File: src/rtl/codec_rst_seq.sv
module codec_rst_seq #(
  parameter int ENTER_WAIT = 4,
  parameter int EXIT_WAIT  = 1,
  parameter int INIT_LEN   = 516,
  parameter int ZD_WAIT    = 6,
  parameter int NUM_ZD     = 2
) (
  input  logic              clk,
  input  logic              rst_n,
  input  logic              run_req,
  input  logic              frame_tick,
  output logic              core_rst_n,
  output logic              adc_pd,
  output logic              adc_init_busy,
  output logic              adc_zero,
  output logic              sdo_low,
  output logic [NUM_ZD-1:0] zdet,
  output logic              seq_busy
);
  localparam int CW = $clog2(INIT_LEN + 1);
  localparam int ZW = $clog2(ZD_WAIT + 2);

  typedef enum logic [2:0] {S_RUN, S_ENTER, S_HELD, S_EXIT, S_INIT} st_t;

  st_t           st;
  logic [CW-1:0] cnt;
  logic          zd;
  logic [ZW-1:0] zcnt;

  always_ff @(posedge clk or negedge rst_n) begin
    if (!rst_n) begin
      st  <= S_HELD;
      cnt <= '0;
    end else begin
      case (st)
        S_RUN:
          if (!run_req) begin
            st  <= S_ENTER;
            cnt <= '0;
          end
        S_ENTER:
          if (run_req) st <= S_RUN;
          else if (frame_tick) begin
            if (cnt == CW'(ENTER_WAIT)) st <= S_HELD;
            else cnt <= cnt + 1'b1;
          end
        S_HELD:
          if (run_req) begin
            st  <= S_EXIT;
            cnt <= '0;
          end
        S_EXIT:
          if (!run_req) st <= S_HELD;
          else if (frame_tick) begin
            if (cnt == CW'(EXIT_WAIT)) begin
              st  <= S_INIT;
              cnt <= '0;
            end else cnt <= cnt + 1'b1;
          end
        S_INIT:
          if (!run_req) begin
            st  <= S_ENTER;
            cnt <= '0;
          end else if (frame_tick) begin
            if (cnt == CW'(INIT_LEN - 1)) st <= S_RUN;
            else cnt <= cnt + 1'b1;
          end
        default: st <= S_HELD;
      endcase
    end
  end

  always_ff @(posedge clk or negedge rst_n) begin
    if (!rst_n) begin
      zd   <= 1'b1;
      zcnt <= '0;
    end else if (!run_req) begin
      zd   <= 1'b1;
      zcnt <= '0;
    end else if (zd && frame_tick) begin
      if (zcnt == ZW'(ZD_WAIT)) zd <= 1'b0;
      else zcnt <= zcnt + 1'b1;
    end
  end

  assign core_rst_n    = !(st == S_HELD || st == S_EXIT);
  assign adc_pd        = !core_rst_n;
  assign sdo_low       = !core_rst_n;
  assign adc_init_busy = (st == S_INIT);
  assign adc_zero      = adc_pd || adc_init_busy;
  assign seq_busy      = (st != S_RUN);
  assign zdet          = {NUM_ZD{zd}};
endmodule


File: config.mk
export PLATFORM = sky130hd
export DESIGN_NAME = codec_rst_seq
export DESIGN_NICKNAME = d
export VERILOG_FILES = /design/src/rtl/codec_rst_seq.sv
export SDC_FILE = /design/constraint.sdc
export NUM_CORES = 1
export LEC_CHECK = 0
export BUFFER_PORTS_ARGS = -buffer_cell sky130_fd_sc_hd__buf_2
export CORE_MARGIN = 2
export CORE_UTILIZATION = 40
export DETAILED_ROUTE_END_ITERATION = 6
export GPL_TIMING_DRIVEN = 0
export PLACE_DENSITY_LB_ADDON = 0.1
export SYNTH_ARGS = -nofsm -noshare
export SYNTH_HDL_FRONTEND = slang
export SYNTH_SLANG_ARGS = --single-unit
File: constraint.sdc
create_clock -name clk -period 2.33 [get_ports clk]
set_input_delay 0.1165 -clock clk [delete_from_list [all_inputs] [get_ports clk]]
set_output_delay 0.1165 -clock clk [all_outputs]
set_load 0.05 [all_outputs]
Yosys cells after proc, flatten, opt, wreduce, memory -nomap -nowiden
Index checks and enable logic that the tools add are counted.

Eq/ne operators: 25. Add/sub/neg operators: 2. Reductions and logical operators: 11. Mux-type cells: 30.

Operator list (number): $mux 10 (11); $pmux 10 s5 (1); $mux 3 (14); $ne 3x3->1 const B (6); $ne 2x2->1 const B (8); $pmux 3 s5 (1); $add 10x1->10 const B (1); $eq 10x1->1 const B (1); $eq 10x10->1 const B (1); $eq 10x3->1 const B (1); $reduce_and 10->1 (1); $reduce_and 8->1 (1); $eq 3x2->1 const B (2); $eq 3x3->1 const B (2); $reduce_bool 5->1 (1); $ne 2x1->1 const B (2); $reduce_and 2->1 (2); $add 3x1->3 const B (1); $eq 3x1->1 const B (1); $logic_not 3->1 (1); $mux 1 (3); $ne 3x2->1 const B (1); $reduce_bool 3->1 (1); $logic_or 1x1->1 (2); 2 further kinds (2).

Bits of input ports: 4. Register bits: 17. Logic and storage cells: 72. Output and inout port bits: 8.

Longest topological paths before layout
Gate-level depths: netlist (run 1).

Depth in word-level cells: 5. Depth in mapped cells: 8. Gate-level depth less buffers: 7.

Worst setup path before layout (run 1)
No wires, ideal clock.

Path kind: reg2out. From: register st[1]. To: output port adc_zero. Data required time: 2.214 ns. Arrival: 2.562 ns. Path buffers: 1. Path slack: -0.349 ns. Stages on the path, launching flop included: 5. Cell sequence: dfstp_2 > buf_2 > nor2b_1 > inv_1 > nand2b_1.

Cells in the longest elaborated chain, start to end: 3. Elaborated cells on any way between the ends: 5. Those cells by class: eq/ne (3); reduce/logical (2).

RTL lines: start, declared (RTL line 25) `st_t st;`; start signal, assigned (RTL line 32) `st <= S_HELD;`; start signal, assigned (RTL line 38) `st <= S_ENTER;`; start signal, assigned (RTL line 42) `if (run_req) st <= S_RUN;`; $eq 3x2->1 (RTL line 86) `assign core_rst_n = !(st == S_HELD || st == S_EXIT);`; $logic_or 1x1->1 * (RTL line 86); named net adc_pd (RTL line 13) `output logic adc_pd,`; $logic_or 1x1->1 * (RTL line 90) `assign adc_zero = adc_pd || adc_init_busy;`; end, declared (RTL line 15) `output logic adc_zero,`.

Mark *: on every way through the listed nets, which the timed path passes. The rest lies on a longest branch.

Final worst setup path (run 1)
From: register cnt[0]. To: register cnt[6].

Cells in the longest elaborated chain, start to end: 5. Elaborated cells on any way between the ends: 17. Those cells by class: add/sub (1); eq/ne (5); mux (10); reduce/logical (1).

RTL lines: start, declared (RTL line 26) `logic [CW-1:0] cnt;`; start signal, assigned (RTL line 45) `else cnt <= cnt + 1'b1;`; start signal, assigned (RTL line 58) `end else cnt <= cnt + 1'b1;`; start signal, assigned (RTL line 66) `else cnt <= cnt + 1'b1;`; $add 10x1->10 / $eq 10x1->1 (equally long branches); $mux 10 (on tied branches) (RTL line 65, 44, 55); $mux 10 (on tied branches) (RTL line 64, 43, 54); $mux 10 (on tied branches) (RTL line 61, 42, 53); $pmux 10 s5 (RTL line 35) `case (st)`.

Parallel ways exist; a longest one is shown, timed or not. The select of a mux whose other input is x is not followed. A chain may end at the register's enable or synchronous reset.

==> results of run 1 <==
-- state kept, by name, summed over array words and instances (netlist names) --
name	count
zd	1
zcnt	3
st	3
cnt	10
-- metal layers --
metal / track usage / wire length, um / vias to the layer above
met5: 0 / 0 / -
met4: 0.0476 / 20 / 0
met3: 0.0195 / 44 / 2
met2: 0.252 / 1220 / 9
met1: 0.240 / 1350 / 505
li1: - / - / 544
-- cell type report --
cell class,instances,share of cell area
Multi-Input combinational cell,103,0.520
Sequential cell,17,0.304
Buffer,11,0.0506
Timing Repair Buffer,12,0.0462
Tap cell,44,0.0391
Inverter,8,0.0213
Clock buffer,4,0.0187
-- where the power goes --
group          total (mW)  internal (mW)  switching [mW]
combinational       0.943          0.343           0.600
sequential          0.394          0.348          0.0463
clock               0.162         0.0665          0.0960
-- cells in the mapped netlist (all sizes together), types with 3 or more instances --
library cell / instances / share of area
dfrtp: 15 / 0.30
mux2i: 3 / 0.024
nor2b: 3 / 0.015
nor2: 13 / 0.043
o21ai: 8 / 0.032
nand3: 9 / 0.036
and2: 3 / 0.015
ha: 5 / 0.050
o31ai: 4 / 0.024
inv: 8 / 0.024
and3: 3 / 0.015
nand2: 11 / 0.033
nor3: 3 / 0.012
nor4: 3 / 0.032
buf: 9 / 0.051
a211o: 5 / 0.035
a32o: 5 / 0.040
-- per-stage QoR --
step	total power, mW	hold slack (ps)	setup slack [ps]
finish	1.50	181	262
global route	1.63	185	43.8
CTS	1.51	169	250
detailed placement	1.34	77.2	275
global placement	1.33	71.8	278
floorplan	1.15	-179	60.5
-- repair_timing --
| action | in CTS | in global routing |
|---|---|---|
| hold buffers | 1 | 0 |
| endpoints found under the hold margin | 15 | 0 |
| resized for setup | 0 | 0 |
-- worst max-delay path: cells and delay by family, from the launching register on --
family | cells | cell delay [ps]
adders and majority gates | 1 | 280
and+or+nand+nor | 3 | 880
DFF | 1 | 460
AOI/OAI and AO/OA | 2 | 360
-- path summary, 6_finish.rpt --
path | end | slack, ps
worst min-delay path | zcnt[2] | 180
max in group asynchronous | zd | 1730
worst max-delay path | cnt[6] | 260
min in group asynchronous | st[2] | 280
worst min register to register | zd | 510
worst max register to register | cnt[6] | 260
-- cell families (layout without fill, tap and decap cells) --
family / after synthesis / after routing / synth area share
AND/OR/NAND/NOR: 59 / 59 / 0.270
AO/OA/AOI/OAI: 33 / 33 / 0.212
buffers and inverters: 19 / 35 / 0.0804
flip-flops: 17 / 17 / 0.340
adder cells (fa/ha/maj): 5 / 5 / 0.0497
multiplexers: 5 / 5 / 0.0417
XOR/XNOR: 1 / 1 / 0.00695
==> flow_summary.html, run 1 <==
<table>
<tr><th>Metric</th><th>Value</th></tr>
<tr><th colspan="2">Status</th></tr>
<tr><td>Status</td><td>complete, no violations</td></tr>
<tr><th colspan="2">Yosys</th></tr>
<tr><td>Seq/Total Area, Yosys</td><td>0.340</td></tr>
<tr><td>Flop and latch count out of synthesis</td><td>17</td></tr>
<tr><td>Mapped Nets</td><td>roughly 150</td></tr>
<tr><td>Async set or reset register ratio after synthesis</td><td>1.00</td></tr>
<tr><td>Total standard cell area after synthesis</td><td>0.00126 mm^2</td></tr>
<tr><td>Post-synth top flop</td><td>sky130_fd_sc_hd__dfrtp_1</td></tr>
<tr><td>EDFF count, synth</td><td>0</td></tr>
<tr><td>Yosys warning count</td><td>0</td></tr>
<tr><td>Synthesized area per cell</td><td>roughly 9 um^2</td></tr>
<tr><td>Post-synthesis cell type count</td><td>between 40 and 50</td></tr>
<tr><td>Post-synthesis instance total</td><td>around 140</td></tr>
<tr><th colspan="2">Detailed routing</th></tr>
<tr><td>DR pass1 iterations</td><td>4</td></tr>
<tr><td>Average wire length per cell after detail routing</td><td>13.3 um</td></tr>
<tr><td>Post-route antenna net violation count</td><td>0</td></tr>
<tr><td>Total Wirelength</td><td>around 2.6 mm</td></tr>
<tr><td>Vias per cell</td><td>about 5.3</td></tr>
<tr><td>Starting DRT DRC Count</td><td>42</td></tr>
<tr><td>Vias post-DR</td><td>approximately 1.1k</td></tr>
<tr><td>Number of remaining DRC errors</td><td>0</td></tr>
<tr><th colspan="2">Finish</th></tr>
<tr><td>Final net count</td><td>165</td></tr>
<tr><td>Most common cell after layout, fill and taps aside</td><td>sky130_fd_sc_hd__dfrtp_1</td></tr>
<tr><td>Storage cell area</td><td>around 430 um^2</td></tr>
<tr><td>Fraction of the core area covered by cells at the end of the flow</td><td>0.465</td></tr>
<tr><td>Proportion of layout cells with a drive suffix above 1</td><td>0.226</td></tr>
<tr><td>Number of fill cells in the layout</td><td>approximately 300</td></tr>
<tr><td>Number of antenna repair diodes</td><td>0</td></tr>
<tr><td>Signed area change from the synthesized netlist to the final layout</td><td>11.8%</td></tr>
<tr><td>Non-filler cells, final</td><td>approximately 200</td></tr>
<tr><td>Commonest cells after routing, fill and taps aside</td><td>sky130_fd_sc_hd__dfrtp_1, sky130_fd_sc_hd__buf_2, sky130_fd_sc_hd__nor2_1, sky130_fd_sc_hd__nand2_1, sky130_fd_sc_hd__nand3_1</td></tr>
<tr><td>Area of the multi-input gates</td><td>about 730 um^2</td></tr>
<tr><td>Post-route cell area</td><td>0.00141 mm^2</td></tr>
<tr><th colspan="2">Worst hold path</th></tr>
<tr><td>Hold/Removal Path Class</td><td>in2reg</td></tr>
<tr><td>Worst hold path stage count</td><td>3</td></tr>
<tr><td>Launch instance of the worst min-delay path</td><td>frame_tick</td></tr>
<tr><th colspan="2">Setup path</th></tr>
<tr><td>Slowest Stage Delay on Critical Path</td><td>590 ps</td></tr>
<tr><td>Reg2Reg Launch Point</td><td>cnt[0]</td></tr>
<tr><td>Reg2Reg Depth</td><td>6</td></tr>
<tr><td>Required time of the critical path</td><td>between 2000 and 3000 ps</td></tr>
<tr><td>Crit. End Element</td><td>flop</td></tr>
<tr><td>Data arrival time at the worst-slack endpoint</td><td>2260 ps</td></tr>
<tr><td>Top fanout value on the critical path</td><td>7</td></tr>
<tr><td>Slowest cell on the critical path</td><td>sky130_fd_sc_hd__or4_4</td></tr>
<tr><td>Cells along the critical path</td><td>ha_1, and3b_1, nand4_1, o21ai_1, or4_4, o41ai_2</td></tr>
<tr><td>Worst setup startpoint</td><td>cnt[0]</td></tr>
<tr><td>Worst Path Class, Setup</td><td>reg2reg</td></tr>
<tr><td>Kind of start point of the critical path</td><td>flop</td></tr>
<tr><th colspan="2">STA</th></tr>
<tr><td>Pins over their slew limit</td><td>0</td></tr>
<tr><td>Period Utilization, post-route</td><td>0.888</td></tr>
<tr><td>Max Clk Rate</td><td>just under 500 MHz</td></tr>
<tr><td>Max transition margin</td><td>0.694</td></tr>
<tr><td>Tightest Pin Transition</td><td>about 460 ps</td></tr>
<tr><td>Final Setup Violations</td><td>0</td></tr>
<tr><td>Clock skew</td><td>2.77 ps</td></tr>
<tr><td>Hold violation total from the final report</td><td>0</td></tr>
<tr><td>Min cycle time layout</td><td>2070 ps</td></tr>
<tr><td>Setup repair after global routing missed its margin</td><td>no</td></tr>
<tr><td>Summed negative setup slack over all endpoints</td><td>0 ps</td></tr>
<tr><th colspan="2">CTS</th></tr>
<tr><td>H-Tree Depth</td><td>1</td></tr>
<tr><td>Number of CTS-inserted buffers</td><td>3</td></tr>
<tr><td>Clock Pin Slew Worst Setup and Hold Paths</td><td>about 100 ps</td></tr>
<tr><td>Worst-Skew Late Latency</td><td>290 ps</td></tr>
<tr><td>Number of buffers inserted by post-CTS setup repair</td><td>0</td></tr>
<tr><td>Clock sink total</td><td>17</td></tr>
<tr><td>Clock tree root driver cell</td><td>sky130_fd_sc_hd__clkbuf_4</td></tr>
<tr><td>Clock tree from TritonCTS</td><td>yes</td></tr>
<tr><td>Largest buffer count on any clock path</td><td>2</td></tr>
<tr><th colspan="2">Placement</th></tr>
<tr><td>Placed cell area</td><td>approximately 0.0014 mm^2</td></tr>
<tr><td>Placed Cells</td><td>about 190</td></tr>
<tr><td>HPWL Detailed</td><td>~1.9 mm</td></tr>
<tr><td>RD Place Congestion</td><td>around 0.77</td></tr>
<tr><td>Count of input and output buffers</td><td>11</td></tr>
<tr><th colspan="2">Floorplanning</th></tr>
<tr><td>Row cnt</td><td>20</td></tr>
<tr><td>Horiz. Die Dim</td><td>between 60 and 70 um</td></tr>
<tr><td>Top-level I/O count</td><td>12</td></tr>
<tr><td>Initial Util</td><td>0.416</td></tr>
<tr><td>Full die area</td><td>roughly 0.0036 mm^2</td></tr>
<tr><td>Standard cell core area</td><td>a little over 0.003 mm^2</td></tr>
<tr><td>Vertical die dimension</td><td>around 60 um</td></tr>
<tr><th colspan="2">GRT</th></tr>
<tr><td>Number of global-route vias before repair</td><td>970</td></tr>
<tr><td>Overall Global Routing Usage</td><td>0.164</td></tr>
<tr><td>Wire length of the first global-routing pass</td><td>4.55 mm</td></tr>
<tr><td>Maximum number of pins on one net before global-route repair</td><td>18</td></tr>
<tr><td>Total overflow reported by the global router</td><td>0</td></tr>
<tr><td>Number of antenna violations at the first check in global routing</td><td>0</td></tr>
<tr><th colspan="2">Power</th></tr>
<tr><td>Maximum vdd drop</td><td>about 0.00037 V</td></tr>
<tr><td>Static leakage power</td><td>between 0.6 and 0.7 nW</td></tr>
<tr><td>Power per unit of standard cell area</td><td>1060 mW/mm^2</td></tr>
<tr><th colspan="2">Job</th></tr>
<tr><td>Max_cap viols</td><td>0</td></tr>
</table>
(Power assumes the default switching activity.)
==> run 2: changes to the inputs <==
- CELL_PAD_IN_SITES_DETAIL_PLACEMENT: default -> 0
- CELL_PAD_IN_SITES_GLOBAL_PLACEMENT: default -> 1
==> run 2 against run 1 <==
Against the previous run:
- critical endpoint is now cnt[7]
- count of clock-buffer cells in the layout decreased by 1
- wire length increased by 1.1%
- largest cell class unchanged
- register-to-register slack got worse by 60 ps
==> flow_summary.html, run 2 (synthesis gave the netlist of run 1 again) <==
<table>
<tr><th>Metric</th><th>Value</th></tr>
<tr><th colspan="2">Setup path</th></tr>
<tr><td>Data arrival time at the worst-slack endpoint</td><td>2320 ps (+60 ps)</td></tr>
<tr><td>Kind of start point of the critical path</td><td>flop</td></tr>
<tr><td>Worst Path Class, Setup</td><td>reg2reg</td></tr>
<tr><td>Top fanout value on the critical path</td><td>10 (+3)</td></tr>
<tr><td>Required time of the critical path</td><td>2520 ps (about the same)</td></tr>
<tr><td>Crit. End Element</td><td>flop</td></tr>
<tr><th colspan="2">Floorplanning</th></tr>
<tr><td>Horiz. Die Dim</td><td>60.1 um (unchanged)</td></tr>
<tr><td>Initial Util</td><td>0.416 (unchanged)</td></tr>
<tr><td>Top-level I/O count</td><td>12 (unchanged)</td></tr>
<tr><td>Row cnt</td><td>20 (unchanged)</td></tr>
<tr><td>Standard cell core area</td><td>0.00303 mm^2 (unchanged)</td></tr>
<tr><td>Full die area</td><td>0.00362 mm^2 (unchanged)</td></tr>
<tr><td>Vertical die dimension</td><td>60.1 um (unchanged)</td></tr>
<tr><th colspan="2">Finish</th></tr>
<tr><td>Signed area change from the synthesized netlist to the final layout</td><td>11.9% (about the same)</td></tr>
<tr><td>Number of flip-flops in the largest register</td><td>10 (unchanged)</td></tr>
<tr><td>Commonest cells after routing, fill and taps aside</td><td>sky130_fd_sc_hd__dfrtp_1, sky130_fd_sc_hd__buf_2, sky130_fd_sc_hd__nor2_1, sky130_fd_sc_hd__nand2_1, sky130_fd_sc_hd__nand3_1</td></tr>
<tr><td>Biggest regs</td><td>cnt: 10 flops, st: 3 flops, zcnt: 3 flops</td></tr>
<tr><td>Number of antenna repair diodes</td><td>0 (unchanged)</td></tr>
<tr><td>Storage cell area</td><td>428 um^2 (unchanged)</td></tr>
<tr><td>Final net count</td><td>165 (unchanged)</td></tr>
<tr><td>Number of fill cells in the layout</td><td>309 (+2.0%)</td></tr>
<tr><td>Non-filler cells, final</td><td>199 (unchanged)</td></tr>
<tr><td>Proportion of layout cells with a drive suffix above 1</td><td>0.232 (+0.00645)</td></tr>
<tr><td>Fraction of the core area covered by cells at the end of the flow</td><td>0.466 (about the same)</td></tr>
<tr><td>Most common cell after layout, fill and taps aside</td><td>sky130_fd_sc_hd__dfrtp_1</td></tr>
<tr><td>Post-route cell area</td><td>0.00141 mm^2 (about the same)</td></tr>
<tr><td>Area of the multi-input gates</td><td>733 um^2 (unchanged)</td></tr>
<tr><td>Register with the most flip-flops</td><td>cnt</td></tr>
<tr><th colspan="2">STA</th></tr>
<tr><td>Max Clk Rate</td><td>470 MHz (-2.9%)</td></tr>
<tr><td>Min cycle time layout</td><td>2130 ps (+61.3 ps)</td></tr>
<tr><td>Final Setup Violations</td><td>0 (unchanged)</td></tr>
<tr><td>Max transition margin</td><td>0.688 (-0.00597)</td></tr>
<tr><td>Setup repair after global routing missed its margin</td><td>no</td></tr>
<tr><td>Setup slack of the critical path after layout</td><td>201 ps (-61.3 ps)</td></tr>
<tr><td>Summed negative setup slack over all endpoints</td><td>0 ps (unchanged)</td></tr>
<tr><td>Hold violation total from the final report</td><td>0 (unchanged)</td></tr>
<tr><td>Tightest Pin Transition</td><td>465 ps (+8.89 ps)</td></tr>
<tr><td>Period Utilization, post-route</td><td>0.914 (+0.0263)</td></tr>
<tr><td>Hold slack final</td><td>164 ps (-16.7 ps)</td></tr>
<tr><td>Pins over their slew limit</td><td>0 (unchanged)</td></tr>
<tr><td>Clock skew</td><td>5.22 ps (+2.45 ps)</td></tr>
<tr><th colspan="2">Detailed routing</th></tr>
<tr><td>Average wire length per cell after detail routing</td><td>13.4 um (+1.1%)</td></tr>
<tr><td>Total Wirelength</td><td>2.67 mm (+1.1%)</td></tr>
<tr><td>Number of remaining DRC errors</td><td>0 (unchanged)</td></tr>
<tr><td>Post-route antenna net violation count</td><td>0 (unchanged)</td></tr>
<tr><td>DR pass1 iterations</td><td>4 (unchanged)</td></tr>
<tr><td>Starting DRT DRC Count</td><td>53 (+26%)</td></tr>
<tr><td>Vias per cell</td><td>5.47 (+2.7%)</td></tr>
<tr><td>Vias post-DR</td><td>1089 (+2.7%)</td></tr>
<tr><th colspan="2">Job</th></tr>
<tr><td>Max_cap viols</td><td>0 (unchanged)</td></tr>
<tr><th colspan="2">Placement</th></tr>
<tr><td>Count of input and output buffers</td><td>11 (unchanged)</td></tr>
<tr><td>RD Place Congestion</td><td>0.779 (+1.4%)</td></tr>
<tr><td>Placed cell area</td><td>0.00137 mm^2 (unchanged)</td></tr>
<tr><td>Placed Cells</td><td>194 (unchanged)</td></tr>
<tr><td>HPWL Detailed</td><td>1.95 mm (about the same)</td></tr>
<tr><td>Worst setup slack before clock tree synthesis</td><td>247 ps (-28.0 ps)</td></tr>
<tr><th colspan="2">GRT</th></tr>
<tr><td>Number of antenna violations at the first check in global routing</td><td>0 (unchanged)</td></tr>
<tr><td>Number of global-route vias before repair</td><td>1022 (+5.4%)</td></tr>
<tr><td>Total overflow reported by the global router</td><td>0 (unchanged)</td></tr>
<tr><td>Maximum number of pins on one net before global-route repair</td><td>18 (unchanged)</td></tr>
<tr><td>Wire length of the first global-routing pass</td><td>4.47 mm (-1.8%)</td></tr>
<tr><td>Overall Global Routing Usage</td><td>0.161 (-0.00292)</td></tr>
<tr><th colspan="2">CTS</th></tr>
<tr><td>Clock sink total</td><td>17 (unchanged)</td></tr>
<tr><td>H-Tree Depth</td><td>1 (unchanged)</td></tr>
<tr><td>Largest buffer count on any clock path</td><td>2 (unchanged)</td></tr>
<tr><td>Number of CTS-inserted buffers</td><td>3 (unchanged)</td></tr>
<tr><td>Clock Pin Slew Worst Setup and Hold Paths</td><td>110 ps (about the same)</td></tr>
<tr><td>Worst-Skew Late Latency</td><td>290 ps (about the same)</td></tr>
<tr><td>Clock tree from TritonCTS</td><td>yes</td></tr>
<tr><td>Clock tree root driver cell</td><td>sky130_fd_sc_hd__clkbuf_4</td></tr>
<tr><td>Number of buffers inserted by post-CTS setup repair</td><td>0 (unchanged)</td></tr>
<tr><th colspan="2">Power</th></tr>
<tr><td>Clock share of power</td><td>0.108 (about the same)</td></tr>
<tr><td>Fraction of power spent switching nets</td><td>0.496 (+0.000495)</td></tr>
<tr><td>Maximum vdd drop</td><td>0.000411 V (+11%)</td></tr>
<tr><td>Proportion of power drawn by flip-flops and latches</td><td>0.264 (about the same)</td></tr>
<tr><td>Combinational group share of total power</td><td>0.627 (-0.002)</td></tr>
<tr><td>Cell internal power dissipation</td><td>0.755 mW (-0.21%)</td></tr>
<tr><td>Power per unit of standard cell area</td><td>1060 mW/mm^2 (-0.20%)</td></tr>
<tr><td>P_sw</td><td>0.742 mW (about the same)</td></tr>
<tr><td>Static leakage power</td><td>0.640 nW (+0.43%)</td></tr>
<tr><td>Overall power of the completed layout</td><td>1.50 mW (-0.12%)</td></tr>
<tr><th colspan="2">Status</th></tr>
<tr><td>Status</td><td>complete, no violations</td></tr>
<tr><th colspan="2">Worst hold path</th></tr>
<tr><td>Hold/Removal Path Class</td><td>in2reg</td></tr>
</table>
## run 2: changes by cell type in the layout (fill, tap and decap cells not counted)
| cell | change |
|---|---|
| sky130_fd_sc_hd__clkinv_2 | +1 |
| sky130_fd_sc_hd__clkbuf_1 | -1 |
## run 2: power by group through the flow
stage,Combinational (mW),Clock (mW),Sequential [mW]
floorplan,0.767,0,0.387
global placement,0.940,0,0.398
detailed placement,0.935,0,0.399
CTS,0.941,0.174,0.394
global route,1.02,0.188,0.402
finish,0.939,0.162,0.396
## run 2: path summary, 6_finish.rpt
check | from | slack, ps | cells after the start | end
setup / recovery | cnt[3] | 200 | 6 | cnt[7]
max in group asynchronous | rst_n | 1740 | 2 | st[1]
min in group asynchronous | rst_n | 270 | 2 | zcnt[2]
hold reg to reg | zd | 510 | 2 | zd
setup reg to reg | cnt[3] | 200 | 6 | cnt[7]
hold / removal | frame_tick | 160 | 3 | zcnt[2]
## run 2: timing repair
item                                   in CTS  in global routing
endpoints found under the hold margin      15                  0
gates resized for setup                     0                  0
hold buffers                                1                  0
## run 2: routing by layer
metal	up-vias	GRT usage	routed length, um
li1	549	-	-
met4	0	0.0635	36
met2	22	0.273	1250
met3	4	0.0195	80
met5	-	0	0
met1	514	0.207	1300
## run 2: final cells by class
cell class	count	share of cell area
clock inverter	1	0.00355
sequential	17	0.303
clock buffer	3	0.0160
inverter	8	0.0213
buffer	11	0.0506
timing repair buffer	12	0.0461
tap	44	0.0390
multi-input combinational	103	0.520
## run 2: critical path, stage by stage, from the launching register on
cell and delay, ps:
sky130_fd_sc_hd__dfrtp_1 470, sky130_fd_sc_hd__nor4_4 450, sky130_fd_sc_hd__a41oi_1 210, sky130_fd_sc_hd__nor4_2 230, sky130_fd_sc_hd__buf_2 290, sky130_fd_sc_hd__nor2_2 120
sky130_fd_sc_hd__a32o_1 250
